<file path="src/rtl/smb_cfg_pkg.sv">
// Shared constants and types for the indexed SMBus register slave.
package smb_cfg_pkg;
    localparam int NREG   = 9;          // implemented register count
    localparam int IDX_W  = 8;          // width of offset / pointer
    localparam int LIVE_W = 15;         // live pin readback width
    localparam int CNT_IDX = 7;         // register supplying the read count

    typedef enum logic [2:0] {
        ST_IDLE, ST_ADDR, ST_ACK_ADDR, ST_RX, ST_ACK_RX, ST_TX, ST_ACK_TX
    } smb_state_e;

    typedef enum logic [1:0] {
        K_OFFSET, K_COUNT, K_DATA
    } rx_kind_e;
endpackage

</file>
<file path="src/rtl/smb_glitch_filter.sv">
// Synchronises one bus line into the clk domain and removes pulses shorter
// than FILT_LEN clocks. Output only changes after FILT_LEN equal samples.
// Assumes the line idles high; reset value is 1.
module smb_glitch_filter #(
    parameter int FILT_LEN = 3
) (
    input  logic clk,
    input  logic rst_n,
    input  logic raw_i,
    output logic clean_o
);
    logic [1:0]          sync_q;
    logic [FILT_LEN-1:0] hist_q;

    // Two-flop synchroniser followed by a sample history and level decision.
    always_ff @(posedge clk) begin
        if (!rst_n) begin
            sync_q  <= 2'b11;
            hist_q  <= '1;
            clean_o <= 1'b1;
        end else begin
            sync_q <= {sync_q[0], raw_i};
            hist_q <= {hist_q[FILT_LEN-2:0], sync_q[1]};
            if (&hist_q)
                clean_o <= 1'b1;
            else if (~|hist_q)
                clean_o <= 1'b0;
        end
    end
endmodule

</file>
<file path="src/rtl/smb_cfg_bank.sv">
// Nine-byte register bank: RW configuration bytes, live pin readback,
// straps latched during reset and constant identification bytes.
// Writes to read-only bits or to offsets >= NREG are dropped; reads there give 0.
module smb_cfg_bank
    import smb_cfg_pkg::*;
#(
    parameter logic [7:0] REV_ID  = 8'h31,
    parameter logic [7:0] DEV_ID  = 8'h45,
    parameter logic [7:0] CNT_RST = 8'h09
) (
    input  logic              clk,
    input  logic              rst_n,
    input  logic              wr_en,
    input  logic [IDX_W-1:0]  wr_idx,
    input  logic [7:0]        wr_data,
    input  logic [IDX_W-1:0]  rd_idx,
    output logic [7:0]        rd_data,
    input  logic [LIVE_W-1:0] live_i,
    input  logic              strap_byp_i,
    input  logic              strap_fs_i,
    output logic [7:0]        r0_o,
    output logic [7:0]        r1_o,
    output logic [7:0]        r2_o,
    output logic [7:0]        r7_o,
    output logic [4:0]        r8_o
);
    logic [LIVE_W-1:0] live_q;
    logic              byp_lat, fs_lat;

    // Capture straps while reset is held, keep them afterwards.
    always_ff @(posedge clk) begin
        if (!rst_n) begin
            byp_lat <= strap_byp_i;
            fs_lat  <= strap_fs_i;
        end
    end

    // Register the live pin levels once for readback.
    always_ff @(posedge clk) begin
        if (!rst_n) live_q <= '0;
        else        live_q <= live_i;
    end

    // Writable storage with per-offset decode.
    always_ff @(posedge clk) begin
        if (!rst_n) begin
            r0_o <= 8'h00;
            r1_o <= 8'hFF;
            r2_o <= 8'hFF;
            r7_o <= CNT_RST;
            r8_o <= 5'h1F;
        end else if (wr_en) begin
            case (wr_idx)
                8'd0:    r0_o <= wr_data;
                8'd1:    r1_o <= wr_data;
                8'd2:    r2_o <= wr_data;
                8'd7:    r7_o <= wr_data;
                8'd8:    r8_o <= wr_data[4:0];
                default: ;
            endcase
        end
    end

    // Read multiplexer.
    always_comb begin
        case (rd_idx)
            8'd0:    rd_data = r0_o;
            8'd1:    rd_data = r1_o;
            8'd2:    rd_data = r2_o;
            8'd3:    rd_data = {live_q[6:0], byp_lat};
            8'd4:    rd_data = live_q[14:7];
            8'd5:    rd_data = REV_ID;
            8'd6:    rd_data = DEV_ID;
            8'd7:    rd_data = r7_o;
            8'd8:    rd_data = {fs_lat, 2'b00, r8_o};
            default: rd_data = 8'h00;
        endcase
    end

    p_oob_write_ignored_r9: assert property (@(posedge clk) disable iff (!rst_n)
        (wr_en && wr_idx >= IDX_W'(NREG)) |=> $stable({r0_o, r1_o, r2_o, r7_o, r8_o}));

    p_write_lands_r2: assert property (@(posedge clk) disable iff (!rst_n)
        (wr_en && wr_idx == 8'd1) |=> (r1_o == $past(wr_data)));

    p_strap_held_r8: assert property (@(posedge clk) disable iff (!rst_n)
        rst_n |=> $stable({byp_lat, fs_lat}));
endmodule

</file>
<file path="src/rtl/smb_proto_fsm.sv">
// Bit-level SMBus target engine working on filtered SCL/SDA. Samples data on
// SCL rise, changes its SDA drive after SCL fall. Handles address match,
// offset/count/data reception and count-then-data transmission.
// Assumes SCL low and high phases each last well beyond the filter latency.
module smb_proto_fsm
    import smb_cfg_pkg::*;
#(
    parameter logic [6:0] ADDR_BASE = 7'h68
) (
    input  logic             clk,
    input  logic             rst_n,
    input  logic             scl_f,
    input  logic             sda_f,
    input  logic [2:0]       addr_strap,
    input  logic [7:0]       rd_data,
    output logic [IDX_W-1:0] rd_idx,
    output logic             wr_en,
    output logic [IDX_W-1:0] wr_idx,
    output logic [7:0]       wr_data,
    output logic             sda_oe
);
    smb_state_e       state;
    rx_kind_e         kind;
    logic             scl_q, sda_q, rw, mack;
    logic [3:0]       bitcnt;
    logic [7:0]       shreg, tx_sh, remaining;
    logic [IDX_W-1:0] ptr;
    logic [6:0]       my_addr;

    assign my_addr = ADDR_BASE + {4'b0, addr_strap};

    logic start_det, stop_det, scl_rise, scl_fall;
    assign start_det = scl_f & scl_q & sda_q & ~sda_f;
    assign stop_det  = scl_f & scl_q & ~sda_q & sda_f;
    assign scl_rise  = scl_f & ~scl_q;
    assign scl_fall  = ~scl_f & scl_q;

    // Previous filtered levels for edge and condition detection.
    always_ff @(posedge clk) begin
        if (!rst_n) begin
            scl_q <= 1'b1;
            sda_q <= 1'b1;
        end else begin
            scl_q <= scl_f;
            sda_q <= sda_f;
        end
    end

    // Count is fetched while acknowledging the read address, data otherwise.
    assign rd_idx = (state == ST_ACK_ADDR) ? IDX_W'(CNT_IDX) : ptr;

    // Protocol sequencer.
    always_ff @(posedge clk) begin
        if (!rst_n) begin
            state <= ST_IDLE;  kind <= K_OFFSET;
            rw <= 1'b0;  mack <= 1'b0;  bitcnt <= '0;
            shreg <= '0;  tx_sh <= '0;  remaining <= '0;  ptr <= '0;
            wr_en <= 1'b0;  wr_idx <= '0;  wr_data <= '0;  sda_oe <= 1'b0;
        end else begin
            wr_en <= 1'b0;
            if (start_det) begin
                state <= ST_ADDR;  bitcnt <= '0;  sda_oe <= 1'b0;
            end else if (stop_det) begin
                state <= ST_IDLE;  sda_oe <= 1'b0;
            end else begin
                case (state)
                    ST_ADDR, ST_RX: begin
                        if (scl_rise) begin
                            shreg  <= {shreg[6:0], sda_f};
                            bitcnt <= bitcnt + 4'd1;
                        end else if (scl_fall && bitcnt == 4'd8) begin
                            bitcnt <= '0;
                            if (state == ST_ADDR) begin
                                if (shreg[7:1] == my_addr) begin
                                    rw <= shreg[0];  sda_oe <= 1'b1;  state <= ST_ACK_ADDR;
                                end else begin
                                    state <= ST_IDLE;
                                end
                            end else begin
                                case (kind)
                                    K_OFFSET: begin
                                        ptr <= shreg;  kind <= K_COUNT;
                                        sda_oe <= 1'b1;  state <= ST_ACK_RX;
                                    end
                                    K_COUNT: begin
                                        if (shreg == 8'h00) state <= ST_IDLE;
                                        else begin
                                            remaining <= shreg;  kind <= K_DATA;
                                            sda_oe <= 1'b1;  state <= ST_ACK_RX;
                                        end
                                    end
                                    default: begin
                                        if (remaining == 8'h00) state <= ST_IDLE;
                                        else begin
                                            wr_en <= 1'b1;  wr_idx <= ptr;  wr_data <= shreg;
                                            ptr <= ptr + 1'b1;  remaining <= remaining - 8'd1;
                                            sda_oe <= 1'b1;  state <= ST_ACK_RX;
                                        end
                                    end
                                endcase
                            end
                        end
                    end
                    ST_ACK_ADDR: begin
                        if (scl_fall) begin
                            bitcnt <= '0;
                            if (rw) begin
                                tx_sh <= rd_data;  sda_oe <= ~rd_data[7];  state <= ST_TX;
                            end else begin
                                sda_oe <= 1'b0;  kind <= K_OFFSET;  state <= ST_RX;
                            end
                        end
                    end
                    ST_ACK_RX: begin
                        if (scl_fall) begin
                            sda_oe <= 1'b0;  state <= ST_RX;
                        end
                    end
                    ST_TX: begin
                        if (scl_rise) bitcnt <= bitcnt + 4'd1;
                        else if (scl_fall) begin
                            if (bitcnt == 4'd8) begin
                                sda_oe <= 1'b0;  bitcnt <= '0;  state <= ST_ACK_TX;
                            end else begin
                                tx_sh  <= {tx_sh[6:0], 1'b0};
                                sda_oe <= ~tx_sh[6];
                            end
                        end
                    end
                    ST_ACK_TX: begin
                        if (scl_rise) mack <= ~sda_f;
                        else if (scl_fall) begin
                            if (mack) begin
                                tx_sh <= rd_data;  sda_oe <= ~rd_data[7];
                                ptr <= ptr + 1'b1;  state <= ST_TX;
                            end else begin
                                state <= ST_IDLE;
                            end
                        end
                    end
                    default: ;
                endcase
            end
        end
    end

    p_idle_release_r10: assert property (@(posedge clk) disable iff (!rst_n)
        (state == ST_IDLE) |-> !sda_oe);

    p_stop_to_idle_r10: assert property (@(posedge clk) disable iff (!rst_n)
        stop_det |=> (state == ST_IDLE));

    p_start_to_addr_r10: assert property (@(posedge clk) disable iff (!rst_n)
        start_det |=> (state == ST_ADDR));

    p_ack_only_own_addr_r1: assert property (@(posedge clk) disable iff (!rst_n)
        (state == ST_ACK_ADDR) |-> (shreg[7:1] == my_addr));

    p_drive_states_r1: assert property (@(posedge clk) disable iff (!rst_n)
        sda_oe |-> (state == ST_ACK_ADDR || state == ST_ACK_RX || state == ST_TX));

    p_write_within_count_r3: assert property (@(posedge clk) disable iff (!rst_n)
        wr_en |-> ($past(remaining) != 8'h00));
endmodule

</file>
<file path="src/rtl/smb_cfg_slave.sv">
// Top of the indexed SMBus configuration slave: two line filters, the protocol
// engine and the register bank. SDA is pulled low when sda_oe_o is high.
module smb_cfg_slave
    import smb_cfg_pkg::*;
#(
    parameter int         FILT_LEN  = 3,
    parameter logic [6:0] ADDR_BASE = 7'h68,
    parameter logic [7:0] REV_ID    = 8'h31,
    parameter logic [7:0] DEV_ID    = 8'h45,
    parameter logic [7:0] CNT_RST   = 8'h09
) (
    input  logic              clk,
    input  logic              rst_n,
    input  logic              scl_i,
    input  logic              sda_i,
    output logic              sda_oe_o,
    input  logic [2:0]        addr_strap_i,
    input  logic [LIVE_W-1:0] oe_pin_n_i,
    input  logic              strap_byp_i,
    input  logic              strap_fs_i,
    output logic [7:0]        gear_cfg_o,
    output logic [7:0]        oe_lo_o,
    output logic [7:0]        oe_mid_o,
    output logic [7:0]        blk_cnt_o,
    output logic [4:0]        oe_hi_o
);
    logic [1:0]       raw_lines, clean_lines;
    logic             wr_en;
    logic [IDX_W-1:0] wr_idx, rd_idx;
    logic [7:0]       wr_data, rd_data;

    assign raw_lines = {sda_i, scl_i};

    for (genvar g = 0; g < 2; g++) begin : g_filt
        smb_glitch_filter #(.FILT_LEN(FILT_LEN)) u_filt (
            .clk(clk), .rst_n(rst_n), .raw_i(raw_lines[g]), .clean_o(clean_lines[g])
        );
    end

    smb_proto_fsm #(.ADDR_BASE(ADDR_BASE)) u_fsm (
        .clk(clk), .rst_n(rst_n),
        .scl_f(clean_lines[0]), .sda_f(clean_lines[1]),
        .addr_strap(addr_strap_i), .rd_data(rd_data), .rd_idx(rd_idx),
        .wr_en(wr_en), .wr_idx(wr_idx), .wr_data(wr_data), .sda_oe(sda_oe_o)
    );

    smb_cfg_bank #(.REV_ID(REV_ID), .DEV_ID(DEV_ID), .CNT_RST(CNT_RST)) u_bank (
        .clk(clk), .rst_n(rst_n),
        .wr_en(wr_en), .wr_idx(wr_idx), .wr_data(wr_data),
        .rd_idx(rd_idx), .rd_data(rd_data),
        .live_i(oe_pin_n_i), .strap_byp_i(strap_byp_i), .strap_fs_i(strap_fs_i),
        .r0_o(gear_cfg_o), .r1_o(oe_lo_o), .r2_o(oe_mid_o), .r7_o(blk_cnt_o), .r8_o(oe_hi_o)
    );

    p_release_in_reset_r7: assert property (@(posedge clk)
        $past(!rst_n) |-> !sda_oe_o);
endmodule

</file>
<file path="config.mk">
export PLATFORM = sky130hd
export DESIGN_NAME = smb_cfg_slave
export DESIGN_NICKNAME = d
export VERILOG_FILES = /design/src/rtl/smb_cfg_pkg.sv /design/src/rtl/smb_glitch_filter.sv /design/src/rtl/smb_cfg_bank.sv /design/src/rtl/smb_proto_fsm.sv /design/src/rtl/smb_cfg_slave.sv
export SDC_FILE = /design/constraint.sdc
export NUM_CORES = 1
export LEC_CHECK = 0
export BUFFER_PORTS_ARGS = -buffer_cell sky130_fd_sc_hd__buf_2
export CORE_ASPECT_RATIO = 0.7
export CORE_MARGIN = 1
export CORE_UTILIZATION = 44
export CTS_CLUSTER_DIAMETER = 100
export DETAILED_ROUTE_END_ITERATION = 6
export SYNTH_ARGS = -nofsm -noshare
export SYNTH_HDL_FRONTEND = slang
export SYNTH_SLANG_ARGS = --single-unit
export TNS_END_PERCENT = 100
</file>
<file path="constraint.sdc">
create_clock -name clk -period 2.98 [get_ports clk]
set_input_delay 0.298 -clock clk [delete_from_list [all_inputs] [get_ports clk]]
set_output_delay 0.298 -clock clk [all_outputs]
set_load 0.05 [all_outputs]
</file>
# Word level (Yosys, flattened, before mapping)
# Cells that the tools add are included.
# word_totals
regBits	128
in_bits	24
# classes
add_sub_neg	4
eq_ne	56
n_mux	75
bitwise	23
reduce_logical	40
# op_table
cell	n
2-to-1 mux 8 bit	10
one-hot mux 8 bit (9 select lines)	1
2-to-1 mux 7 bit	8
one-hot mux 8 bit (2 select lines)	3
2-to-1 mux 3 bit	14
equality test 8 x 3 -> 1 bit (second input constant)	5
logical NOT 8 bit	4
AND reduction 10 bit	3
equality test 8 x 2 -> 1 bit (second input constant)	3
2-to-1 mux 4 bit	6
inequality test 4 x 1 -> 1 bit (second input constant)	6
AND reduction 11 bit	2
one-hot mux 7 bit (3 select lines)	1
2-to-1 mux 1 bit	18
inequality test 2 bit (second input constant)	9
equality test 8 x 1 -> 1 bit (second input constant)	2
equality test 8 x 4 -> 1 bit (second input constant)	2
inequality test 2 x 1 -> 1 bit (second input constant)	8
inverter 1 bit	16
one-hot mux 3 bit (5 select lines)	1
2-to-1 mux 2 bit	7
AND reduction 13 bit	1
inequality test 3 x 1 -> 1 bit (second input constant)	4
inequality test 4 x 2 -> 1 bit (second input constant)	3
35 further kinds	61

# Depth between registers and ports, before layout
# Gate-level depths: netlist of the first run.
# depth
word_depth	9
depth_mapped	10
ltp_nobuf	8

# Cells and area by module
# Synthesis of the first run repeated with hierarchy kept, for this count alone.
# hier_totals
hier_cells	705
hier_area_um2	6308.6
# by_module_without_submodules
module	instances	cells_per_inst	area_each_um2	seq_area_each_um2
smb_proto_fsm	1	422	3543.4	1241.2
smb_cfg_bank	1	255	2414.8	1101.1
smb_glitch_filter	2	14	175.2	120.1

# Worst setup path after synthesis of the first run
# OpenSTA, ideal clock, no wires.
# synth_path
kind	register to register
start	register u_fsm.remaining[0]
end	register u_fsm.ptr[2]
setup_time_ns	0.131
arrival_time_ns	1.972
required_ns	2.849
setup_slack_ns	0.877
path_stages_with_launch	9
synth_period_minus_slack_ns	2.103
path_cell_list	dfxtp_1 -> inv_1 -> ha_1 -> nor3b_1 -> and4b_1 -> o41a_1 -> buf_2 -> o211ai_1 -> o31ai_1
# synth_via
elab_chain_cells	3
# synth_lines
item	line	source
start: declaration	smb_proto_fsm.sv:26	logic [7:0] shreg, tx_sh, remaining;
start signal: assignment	smb_proto_fsm.sv:96	ptr <= ptr + 1'b1; remaining <= remaining - 8'd1;
logical NOT 8 bit	smb_proto_fsm.sv:93	if (remaining == 8'h00) state <= ST_IDLE;
inequality test 3 bit (no line)	-	
AND reduction 11 bit (no line)	-	
end signal: assignment	smb_proto_fsm.sv:96	
end: declaration	smb_proto_fsm.sv:27	logic [IDX_W-1:0] ptr;
# Every way passes these cells.
# A chain may end at the register's enable or synchronous reset.

# Worst setup path after layout of the first run
# layout_path
start	register u_fsm.remaining[0]
end	register u_fsm.ptr[0]
# The elaborated chain is that of the path after synthesis.

==> results by group, run 1 <==
Outcome
  – Run status: complete, no violations

Worst setup path
  – Critical path launch point type: flip-flop
  – Crit path kind: flip-flop to flip-flop
  – Arrival time at the worst endpoint: 2840 ps
  – Critical Path End Type: flip-flop
  – WP data required: roughly 3200 ps
  – Crit-path max FO: 17

Clock tree
  – H-tree depth: 4
  – Clk sinks: roughly 130
  – Setup Fix Bufs, Post-CTS: 0
  – Worst-Skew Late Latency: between 400 and 500 ps
  – CTS resizes: 0
  – CTS tree: done
  – CTS Buf Count: 17
  – Post-CTS Hold Buffers: 0
  – CTS Buffer Depth: 2
  – Clk slew on worst S/H paths: 60 ps
  – Root Driver: clkbuf_16

STA
  – Tightest Pin Transition: between 1000 and 1500 ps
  – Worst slew margin: 0.280
  – Final Hold Vio Count: 0
  – Final min period: ~2600 ps
  – Setup TNS Final: 0 ps
  – RSZ-0062 raised after global routing: no
  – Final setup fails: 0
  – Peak Freq: between 300 and 400 MHz
  – Period utilisation layout: 0.872
  – Final worst slack: roughly 380 ps
  – Setup Skew: between 15 and 20 ps
  – Final Max Slew Viols: 0

Route
  – Routed WL: about 18 mm
  – Drt initial violations: 670
  – Vias: ~5.6k
  – Vias per Instance: around 5.7
  – WL/cell: 17.9 um
  – Post-DRT Antenna Nets: 0
  – First-pass iteration count of the detailed router: 6
  – Drt drc: 0

Place
  – Port-buffer cells: between 60 and 70
  – DP HPWL: between 10 and 15 mm
  – Pre-CTS setup slack: between 400 and 500 ps
  – GP Congestion: roughly 0.89

Power and ir drop
  – Leakage power: between 2 and 3 nW
  – Psw: 0.870 mW
  – Power Internal: about 3 mW
  – Switching Fraction: 0.228
  – Power share of the clock group: 0.527
  – Comb pwr share: 0.016
  – Share of power burned in registers: 0.456
  – Power per cell area: 542 nW/um^2
  – Worst vdd ir: 0.412 mV

Floorplanning
  – Chip height: ~100 um
  – Core footprint: 13300 um^2
  – DIE AREA: roughly 14000 um^2
  – Row cnt: 35
  – Starting Density: 0.455
  – # IOs: 62
  – Die width: 142 um

GRT
  – Vias in the first global route: 5065
  – Grt ovf: 0
  – GRT Total Usage: 0.258
  – Pin count of the biggest net entering global routing: 68
  – First-pass GRT wire length: 28.0 mm
  – Antenna violations before repair: 0

Synthesis
  – Syn_nets: 770
  – Top post-synthesis cells by area: dfxtp_1 42%, nand2_1 7.7%, mux2i_1 6.1%
  – Yosys Warn Count: 0
  – Post-synthesis cell type count: about 70
  – Cells after Synth: approximately 740
  – Synth area leader: dfxtp_1
  – Async SR Flop Fraction: 0
  – Main synth FF type: dfxtp_1
  – Post-synth top area share: 0.418
  – Yosys reg bits: 128
  – Syn Std Cell Area: between 6000 and 7000 um^2
  – Sequential area share after synthesis: 0.428
  – EDFF count, synth: 2
  – Synthesized area per cell: approximately 8.1 um^2

Flow run
  – Max cap viols: 0

Finish
  – Antenna cells: 0
  – Layout cells sized above 1: 0.153
  – Synthesis-to-finish area growth: 16.5%
  – Util after Layout: 0.530
  – Post-layout nets: 811

Min path
  – Hold Crit Class: input pin to flip-flop
-- cell usage in the layout, fill, tap and decap left out, types with 5 or more instances in the layout --
cell / synthesis / layout
dfxtp_1: 126 / 126
nand2_1: 124 / 124
a21oi_1: 73 / 73
buf_2: 11 / 61
nor2_1: 58 / 58
mux2i_1: 37 / 37
o21ai_0: 29 / 29
nand2b_1: 22 / 22
nand3_1: 20 / 20
and2_1: 18 / 18
clkbuf_16: 0 / 17
buf_4: 0 / 15
inv_1: 13 / 13
nor3_1: 12 / 12
o21ai_1: 12 / 12
nor2b_1: 11 / 11
nor4_1: 9 / 9
a31oi_1: 8 / 8
a22oi_1: 6 / 6
and3_1: 6 / 6
nor3b_1: 5 / 5
xnor2_1: 5 / 5
nand3b_1: 5 / 5
o211ai_1: 5 / 5
nand4_1: 5 / 5
clkinv_4: 0 / 5
-- final cells by class --
cell class | count | area, um^2
clock buffers | 19 | 443
clock inverters | 13 | 128
fillers | 1249 | 6240
inverters | 14 | 52.6
multi-input cells | 546 | 3170
flip-flops and latches | 128 | 2580
well taps | 185 | 231
repair buffers | 76 | 418
-- kinds of logic (layout without fill, tap and decap cells) --
kind of cell	Yosys count	count (layout)	synth area share
flip-flops	128	128	0.428
buffers and inverters	68	122	0.0462
AO/OA/AOI/OAI	177	177	0.181
AND/OR/NAND/NOR	322	322	0.264
XOR/XNOR	5	5	0.00726
multiplexers	38	38	0.0651
adder cells (fa/ha/maj)	4	4	0.00830
-- critical path, stage by stage, from the launching register on --
cell	delay, ps
dfxtp_1	360
inv_1	70
ha_1	180
nor3b_1	480
and4b_1	370
o41a_1	640
nor3_1	110
a21oi_1	160
a21oi_1	70
-- synthesized netlist by cell type (3+ instances only) --
| master | number |
|---|---|
| and4b_1 | 3 |
| nand3_1 | 20 |
| o21ai_1 | 12 |
| nand3b_1 | 5 |
| o211ai_1 | 5 |
| o21bai_1 | 4 |
| nor3_1 | 12 |
| o21ai_0 | 29 |
| buf_2 | 11 |
| nor2_1 | 58 |
| nand2b_1 | 22 |
| ha_1 | 4 |
| inv_1 | 13 |
| a22oi_1 | 6 |
| nor2b_1 | 11 |
| nor4_1 | 9 |
| dfxtp_1 | 126 |
| and3_1 | 6 |
| a31oi_1 | 8 |
| nor3b_1 | 5 |
| or3_1 | 4 |
| xnor2_1 | 5 |
| nand2_1 | 124 |
| a21oi_1 | 73 |
| nand4_1 | 5 |
| a21o_1 | 3 |
| o21a_1 | 3 |
| clkbuf_1 | 36 |
| and3b_1 | 3 |
| a32oi_1 | 3 |
| buf_1 | 4 |
| and2_1 | 18 |
| or2_2 | 3 |
| mux2i_1 | 37 |
| a211oi_1 | 4 |
-- worst paths after layout --
| kind | start | endpoint | slack (ps) | cells after the start |
|---|---|---|---|---|
| worst max-delay path | u_fsm.remaining[0] | u_fsm.ptr[0] | 380 | 8 |
| worst min-delay path | strap_byp_i | u_bank.byp_lat | 60 | 1 |
| worst max register to register | u_fsm.remaining[0] | u_fsm.ptr[0] | 380 | 8 |
| worst min register to register | g_filt[0].u_filt.sync_q[1] | g_filt[0].u_filt.hist_q[0] | 400 | 1 |
-- stage by stage --
| step | std cells | hold slack, ps | area (um^2) | power [mW] |
|---|---|---|---|---|
| after floorplan | 742 | 386 | 6030 | 1.81 |
| after global placement | 949 | 389 | 6460 | 1.84 |
| after detailed placement | 949 | 392 | 6460 | 1.84 |
| after CTS | 981 | 53.9 | 7030 | 3.83 |
| after global routing | 981 | 57.7 | 7030 | 3.92 |
| final | 981 | 63.0 | 7030 | 3.81 |
-- flip-flops by register name, indices dropped and copies added (netlist names), 2 cells and up --
name / cells
u_fsm.remaining: 8
u_fsm.tx_sh: 7
u_fsm.kind: 2
g_filt.u_filt.hist_q: 6
u_fsm.shreg: 8
u_bank.live_q: 15
u_bank.r8_o: 5
u_fsm.wr_idx: 8
g_filt.u_filt.clean_o: 2
u_fsm.wr_data: 8
g_filt.u_filt.sync_q: 4
u_bank.r1_o: 8
u_fsm.bitcnt: 4
u_bank.r7_o: 8
u_fsm.state: 3
u_bank.r2_o: 8
u_fsm.ptr: 8
u_bank.r0_o: 8
-- routing by layer --
metal	up-vias	wire, um	global-route usage
met1	2628	8560	0.392
li1	2688	-	-
met3	15	1770	0.0720
met2	271	7050	0.348
met4	0	146	0.0728
met5	-	0	0
-- power by group through the flow --
stage | combinational [mW] | clock (mW) | sequential, mW
3_5_place_dp | 0.0620 | 0 | 1.78
3_3_place_gp | 0.0599 | 0 | 1.78
6_report | 0.0615 | 2.01 | 1.74
5_1_grt | 0.0680 | 2.11 | 1.74
4_1_cts | 0.0621 | 2.03 | 1.74
2_1_floorplan | 0.0343 | 0 | 1.77
(Power assumes the default switching activity.)
==> inputs of run 2 (changes only) <==
- CORE_UTILIZATION: 44 -> 25
==> results by group, run 2 (synthesis results as in run 1) <==
Outcome
  – Run status: complete, but fails checks
  – Failing checks: DRC

Place
  – Cells after DPL: 1083 (+14%)
  – Post-Place Cell Area: 6630 um^2 (+2.7%)
  – Port-buffer cells: 61 (unchanged)
  – Pre-CTS setup slack: 568 ps (+130 ps)
  – GP Congestion: 0.912 (+2.9%)
  – DP HPWL: 12.2 mm (+1.6%)

Power and ir drop
  – Power per cell area: 535 nW/um^2 (-1.4%)
  – Comb pwr share: 0.016 (about the same)
  – Psw: 0.825 mW (-5.2%)
  – Switching Fraction: 0.214 (-0.0143)
  – Total Power: 3.86 mW (+1.2%)
  – Worst vdd ir: 0.344 mV (-17%)
  – Leakage power: 2.68 nW (-0.16%)
  – Power Internal: 3.03 mW (+3.0%)
  – Share of power burned in registers: 0.452 (-0.004)
  – Power share of the clock group: 0.532 (+0.005)

Worst setup path
  – Crit-path max cell delay: 680 ps (+40 ps)
  – Reg2reg start: u_fsm.remaining[0]
  – Crit-path max FO: 17 (unchanged)
  – Crit path kind: flip-flop to flip-flop
  – R2R Setup Slk: 500 ps (+120 ps)
  – Cell Chain, Critical Path: inv_1 -> ha_1 -> nor3b_1 -> buf_4 -> and4b_1 -> o41a_1 -> nor3_1 -> a21oi_1 -> a21oi_1
  – WP data required: 3320 ps (+100 ps)
  – Crit-path slowest cell: o41a_1
  – Critical path launch point type: flip-flop
  – R2R depth: 9 (+1)
  – Most frequent CP cell: a21oi_1
  – Cell family with most CP delay: compound AO/OA/AOI/OAI gates
  – Critical R2R Capture: u_fsm.ptr[0]
  – Critical Path End Type: flip-flop
  – Crit path buffers/inverters: 2 (+1)
  – Arrival time at the worst endpoint: 2820 ps (-20 ps)

Floorplanning
  – DIE AREA: 24800 um^2 (+75%)
  – Starting Density: 0.255 (-0.199)
  – Row cnt: 47 (+34%)
  – Chip height: 132 um (+32%)
  – # IOs: 62 (unchanged)
  – Core footprint: 23600 um^2 (+78%)
  – Die width: 188 um (+32%)

Route
  – Vias per Instance: 4.99 (-13%)
  – Drt initial violations: 462 (-31%)
  – Routed WL: 17.4 mm (-0.84%)
  – WL/cell: 15.6 um (-13%)
  – First-pass iteration count of the detailed router: 7 (+1)
  – Drt drc: 2 (+2)
  – Vias: 5560 (-0.75%)
  – Post-DRT Antenna Nets: 0 (unchanged)

STA
  – Worst slew margin: 0.349 (+0.0691)
  – Tightest Pin Transition: 975 ps (-105 ps)
  – Setup TNS Final: 0 ps (unchanged)
  – Period utilisation layout: 0.832 (-0.0408)
  – Hold WS: 56.0 ps (-7.01 ps)
  – Final worst slack: 502 ps (+122 ps)
  – Setup Skew: 11.1 ps (-5.96 ps)
  – Final Hold Vio Count: 0 (unchanged)
  – Final Max Slew Viols: 0 (unchanged)
  – RSZ-0062 raised after global routing: no
  – Final setup fails: 0 (unchanged)
  – Final min period: 2480 ps (-122 ps)
  – Peak Freq: 404 MHz (+4.9%)

Clock tree
  – Setup Fix Bufs, Post-CTS: 0 (unchanged)
  – CTS Buffer Depth: 2 (unchanged)
  – Clk slew on worst S/H paths: 60 ps (about the same)
  – CTS tree: done
  – Clk sinks: 128 (unchanged)
  – Post-CTS Hold Buffers: 0 (unchanged)
  – CTS resizes: 0 (unchanged)
  – H-tree depth: 4 (unchanged)
  – Root Driver: clkbuf_16
  – CTS Buf Count: 17 (unchanged)
  – Worst-Skew Late Latency: 420 ps (about the same)

Min path
  – Worst Hold Depth: 1 (unchanged)
  – Hold_sp: strap_byp_i
  – Hold EP: u_bank.byp_lat
  – Hold Crit Class: input pin to flip-flop

Finish
  – Antenna cells: 0 (unchanged)
  – Post-Layout Inst Area: 7210 um^2 (+2.6%)
  – Synthesis-to-finish area growth: 19.5%
  – Final std cells w/o fill: 1115 (+14%)
  – Post-layout nets: 812 (+0.12%)
  – Util after Layout: 0.305 (-0.225)
  – Max FFs per register: 15 (unchanged)
  – Layout cells sized above 1: 0.151 (-0.00270)
  – Reg with most FFs: u_bank.live_q
  – Leading cell type in the layout, fill and taps excluded: dfxtp_1
  – Most frequent cells in the layout: 126 x dfxtp_1, 124 x nand2_1, 73 x a21oi_1
  – Fill cells: 2543 (+100%)

GRT
  – Antenna violations before repair: 0 (unchanged)
  – First-pass GRT wire length: 28.0 mm (-0.35%)
  – GRT Total Usage: 0.143 (-0.115)
  – Pin count of the biggest net entering global routing: 55 (-19%)
  – Vias in the first global route: 5041 (-0.47%)
  – Grt ovf: 0 (unchanged)

Flow run
  – Max cap viols: 0 (unchanged)
-- run 2: changes by cell type in the layout (fill, tap and decap cells not counted) --
cell / change
clkinv_4: -4
clkbuf_8: +1
buf_4: +1
clkinv_2: +1
inv_4: -1
bufinv_16: +1
inv_6: -4
clkinvlp_4: +3
clkbuf_1: +3
-- run 2: area by class of cell --
| type | instances | area [um^2] | share of cell area |
|---|---|---|---|
| multi-input combinational | 546 | 3170 | 0.440 |
| sequential | 128 | 2580 | 0.358 |
| clock buffer | 23 | 468 | 0.0649 |
| timing repair buffer | 77 | 425 | 0.0590 |
| tap | 318 | 398 | 0.0552 |
| clock inverter | 9 | 109 | 0.0151 |
| inverter | 14 | 52.6 | 0.00729 |
-- run 2: power by group through the flow --
| stage | clock network [mW] | registers [mW] | logic [mW] |
|---|---|---|---|
| 3_3_place_gp | 0 | 1.78 | 0.0609 |
| 5_1_grt | 2.17 | 1.74 | 0.0672 |
| 6_report | 2.05 | 1.74 | 0.0598 |
| 3_5_place_dp | 0 | 1.78 | 0.0610 |
| 2_1_floorplan | 0 | 1.77 | 0.0343 |
| 4_1_cts | 2.08 | 1.74 | 0.0610 |
-- run 2: routing by layer --
metal  up-vias  wire length, um  GRT usage
li1       2689                -          -
met1      2655             8680      0.213
met2       199             7200      0.198
met3        17             1320     0.0386
met4         0              178     0.0425
met5         -                0          0
-- run 2: how the worst max path moves through the flow --
stage | startpoint | end | slack (ps) | cells past startpoint
detailed placement | u_fsm.remaining[0] | u_fsm.ptr[0] | 570 | 9
global placement | u_fsm.remaining[0] | u_fsm.ptr[0] | 590 | 9
CTS | u_fsm.remaining[0] | u_fsm.ptr[0] | 540 | 9
floorplan | u_fsm.remaining[0] | u_fsm.ptr[2] | 880 | 8
finish | u_fsm.remaining[0] | u_fsm.ptr[0] | 500 | 9
global route | u_fsm.bitcnt[0] | u_fsm.ptr[0] | 360 | 8
==> inputs of run 3 (changes only) <==
- clock period: 2.98 -> 2.24 ns (I/O delays scaled with it)
==> results by group, run 3 (synthesis results as in run 1) <==
Outcome
  – Run status: complete, but fails checks
  – Failing checks: DRC

STA
  – Final setup fails: 0 (unchanged)
  – Final Hold Vio Count: 0 (unchanged)
  – Setup Skew: 8.14 ps (-2.99 ps)
  – Final Max Slew Viols: 0 (unchanged)
  – RSZ-0062 raised after global routing: no
  – Final min period: 2090 ps (-391 ps)
  – Setup TNS Final: 0 ps (unchanged)
  – Peak Freq: 479 MHz (+19%)
  – Tightest Pin Transition: 536 ps (-438 ps)
  – Worst slew margin: 0.641 (+0.292)
  – Period utilisation layout: 0.931 (+0.0999)

Floorplanning
  – Die width: 188 um (unchanged)
  – Starting Density: 0.255 (unchanged)
  – DIE AREA: 24800 um^2 (unchanged)
  – Row cnt: 47 (unchanged)
  – Chip height: 132 um (unchanged)
  – # IOs: 62 (unchanged)
  – Core footprint: 23600 um^2 (unchanged)

Finish
  – Layout cells sized above 1: 0.189 (+0.0380)
  – Antenna cells: 0 (unchanged)
  – Post-layout nets: 855 (+5.3%)
  – Reg with most FFs: u_bank.live_q
  – Fill cells: 2538 (-0.20%)
  – Synthesis-to-finish area growth: 26.4%
  – Final std cells w/o fill: 1156 (+3.7%)
  – Leading cell type in the layout, fill and taps excluded: dfxtp_1
  – Most frequent cells in the layout: 125 x dfxtp_1, 124 x nand2_1, 73 x a21oi_1
  – Util after Layout: 0.323 (+0.0177)
  – Max FFs per register: 15 (unchanged)

Route
  – Routed WL: 18.0 mm (+3.8%)
  – Drt drc: 2 (unchanged)
  – First-pass iteration count of the detailed router: 7 (unchanged)
  – Vias per Instance: 4.89 (-2.0%)
  – Drt initial violations: 549 (+19%)
  – Vias: 5651 (+1.6%)
  – Post-DRT Antenna Nets: 0 (unchanged)
  – WL/cell: 15.6 um (+0.14%)

Worst setup path
  – Crit-path max cell delay: 610 ps (-70 ps)
  – Crit-path slowest cell: o41a_4
  – Arrival time at the worst endpoint: 2430 ps (-390 ps)
  – Critical R2R Capture: u_fsm.ptr[0]
  – WP data required: 2580 ps (-740 ps)
  – Critical Path End Type: flip-flop
  – R2R depth: 8 (-1)
  – Cell family with most CP delay: compound AO/OA/AOI/OAI gates
  – Reg2reg start: u_fsm.remaining[1]
  – Crit-path max FO: 17 (unchanged)
  – Critical path launch point type: flip-flop
  – R2R Setup Slk: 150 ps (-350 ps)
  – Crit path buffers/inverters: 1 (-1)
  – Cell Chain, Critical Path: inv_1 -> ha_1 -> nor3b_1 -> and4b_1 -> o41a_4 -> nor3_1 -> a21oi_1 -> a21oi_1
  – Crit path kind: flip-flop to flip-flop
  – Most frequent CP cell: a21oi_1

Min path
  – Hold Crit Class: input pin to flip-flop
  – Hold_sp: oe_pin_n_i[5]
  – Worst Hold Depth: 2 (+1)
  – Hold EP: u_bank.live_q[5]

Power and ir drop
  – Total Power: 5.25 mW (+36%)
  – Power per cell area: 688 nW/um^2 (+29%)
  – Worst vdd ir: 0.518 mV (+50%)
  – Leakage power: 2.94 nW (+9.5%)

GRT
  – Pin count of the biggest net entering global routing: 57 (+3.6%)
  – Vias in the first global route: 5103 (+1.2%)
  – GRT Total Usage: 0.149 (+0.00575)
  – First-pass GRT wire length: 28.9 mm (+3.4%)
  – Antenna violations before repair: 0 (unchanged)
  – Grt ovf: 0 (unchanged)

Place
  – GP Congestion: 0.862 (-5.5%)
  – Port-buffer cells: 61 (unchanged)
  – Cells after DPL: 1118 (+3.2%)
  – DP HPWL: 13.1 mm (+7.3%)

Flow run
  – Max cap viols: 0 (unchanged)

Clock tree
  – H-tree depth: 4 (unchanged)
  – CTS Buf Count: 17 (unchanged)
  – Root Driver: clkbuf_16
  – Setup Fix Bufs, Post-CTS: 0 (unchanged)
  – Clk slew on worst S/H paths: 60 ps (about the same)
  – Worst-Skew Late Latency: 420 ps (about the same)
  – Clk sinks: 128 (unchanged)
  – CTS tree: done
  – CTS Buffer Depth: 2 (unchanged)
[run 3: cell count changes in the layout (fill, tap and decap cells not counted), sizes merged]
cell | before | now
clkinvlp | 4 | 0
buf | 77 | 112
clkbuf | 23 | 24
dlygate4sd3 | 0 | 8
bufinv | 2 | 3
[run 3: layer usage]
metal	up-vias	track usage	wire length, um
met3	21	0.0362	1270
met2	193	0.203	7440
met5	-	0	0
li1	2769	-	-
met4	0	0.0488	240
met1	2668	0.224	9090
[run 3: area by class of cell]
type	count	area [um^2]	share of cell area
Timing Repair Buffer	120	793	0.104
Clock buffer	24	492	0.0645
Sequential cell	128	2580	0.339
Tap cell	318	398	0.0522
Multi-Input combinational cell	546	3200	0.420
Inverter	14	52.6	0.00689
Clock inverter	6	105	0.0138
[run 3: metrics by stage]
step                worst slack, ps  area [um^2]  hold slack, ps
floorplan                       137         6030             323
global placement               79.8         6920             389
detailed placement             40.4         6920             393
CTS                            8.21         7590            1.78
global route                   23.7         7620            20.5
finish                          154         7620            21.1
[run 3: worst max path at each step]
stage                                  start              to  cells after the start
after CTS                 u_fsm.remaining[1]    u_fsm.ptr[1]                      7
final                     u_fsm.remaining[1]    u_fsm.ptr[0]                      8
after global routing      u_fsm.remaining[1]    u_fsm.ptr[1]                      7
after detailed placement  u_fsm.remaining[1]    u_fsm.ptr[1]                      7
after floorplan           u_fsm.remaining[0]    u_fsm.ptr[2]                      8
after global placement          u_fsm.ptr[4]  u_fsm.tx_sh[3]                      5
[run 3: repair_timing]
| item | CTS | global route |
|---|---|---|
| endpoints found under the hold margin | 8 | 0 |
| hold buffers | 8 | 0 |
| resized for setup | 0 | 6 |
| endpoints found under the setup margin | 0 | 31 |
[run 3: power by group]
group	internal [mW]	leakage, nW	total, mW	switching, mW
Combinational	0.0424	1.60	0.0948	0.0524
Clock	1.85	0.296	2.83	0.982
Sequential	2.31	1.04	2.32	0.0128
Total	4.20	2.94	5.25	1.05
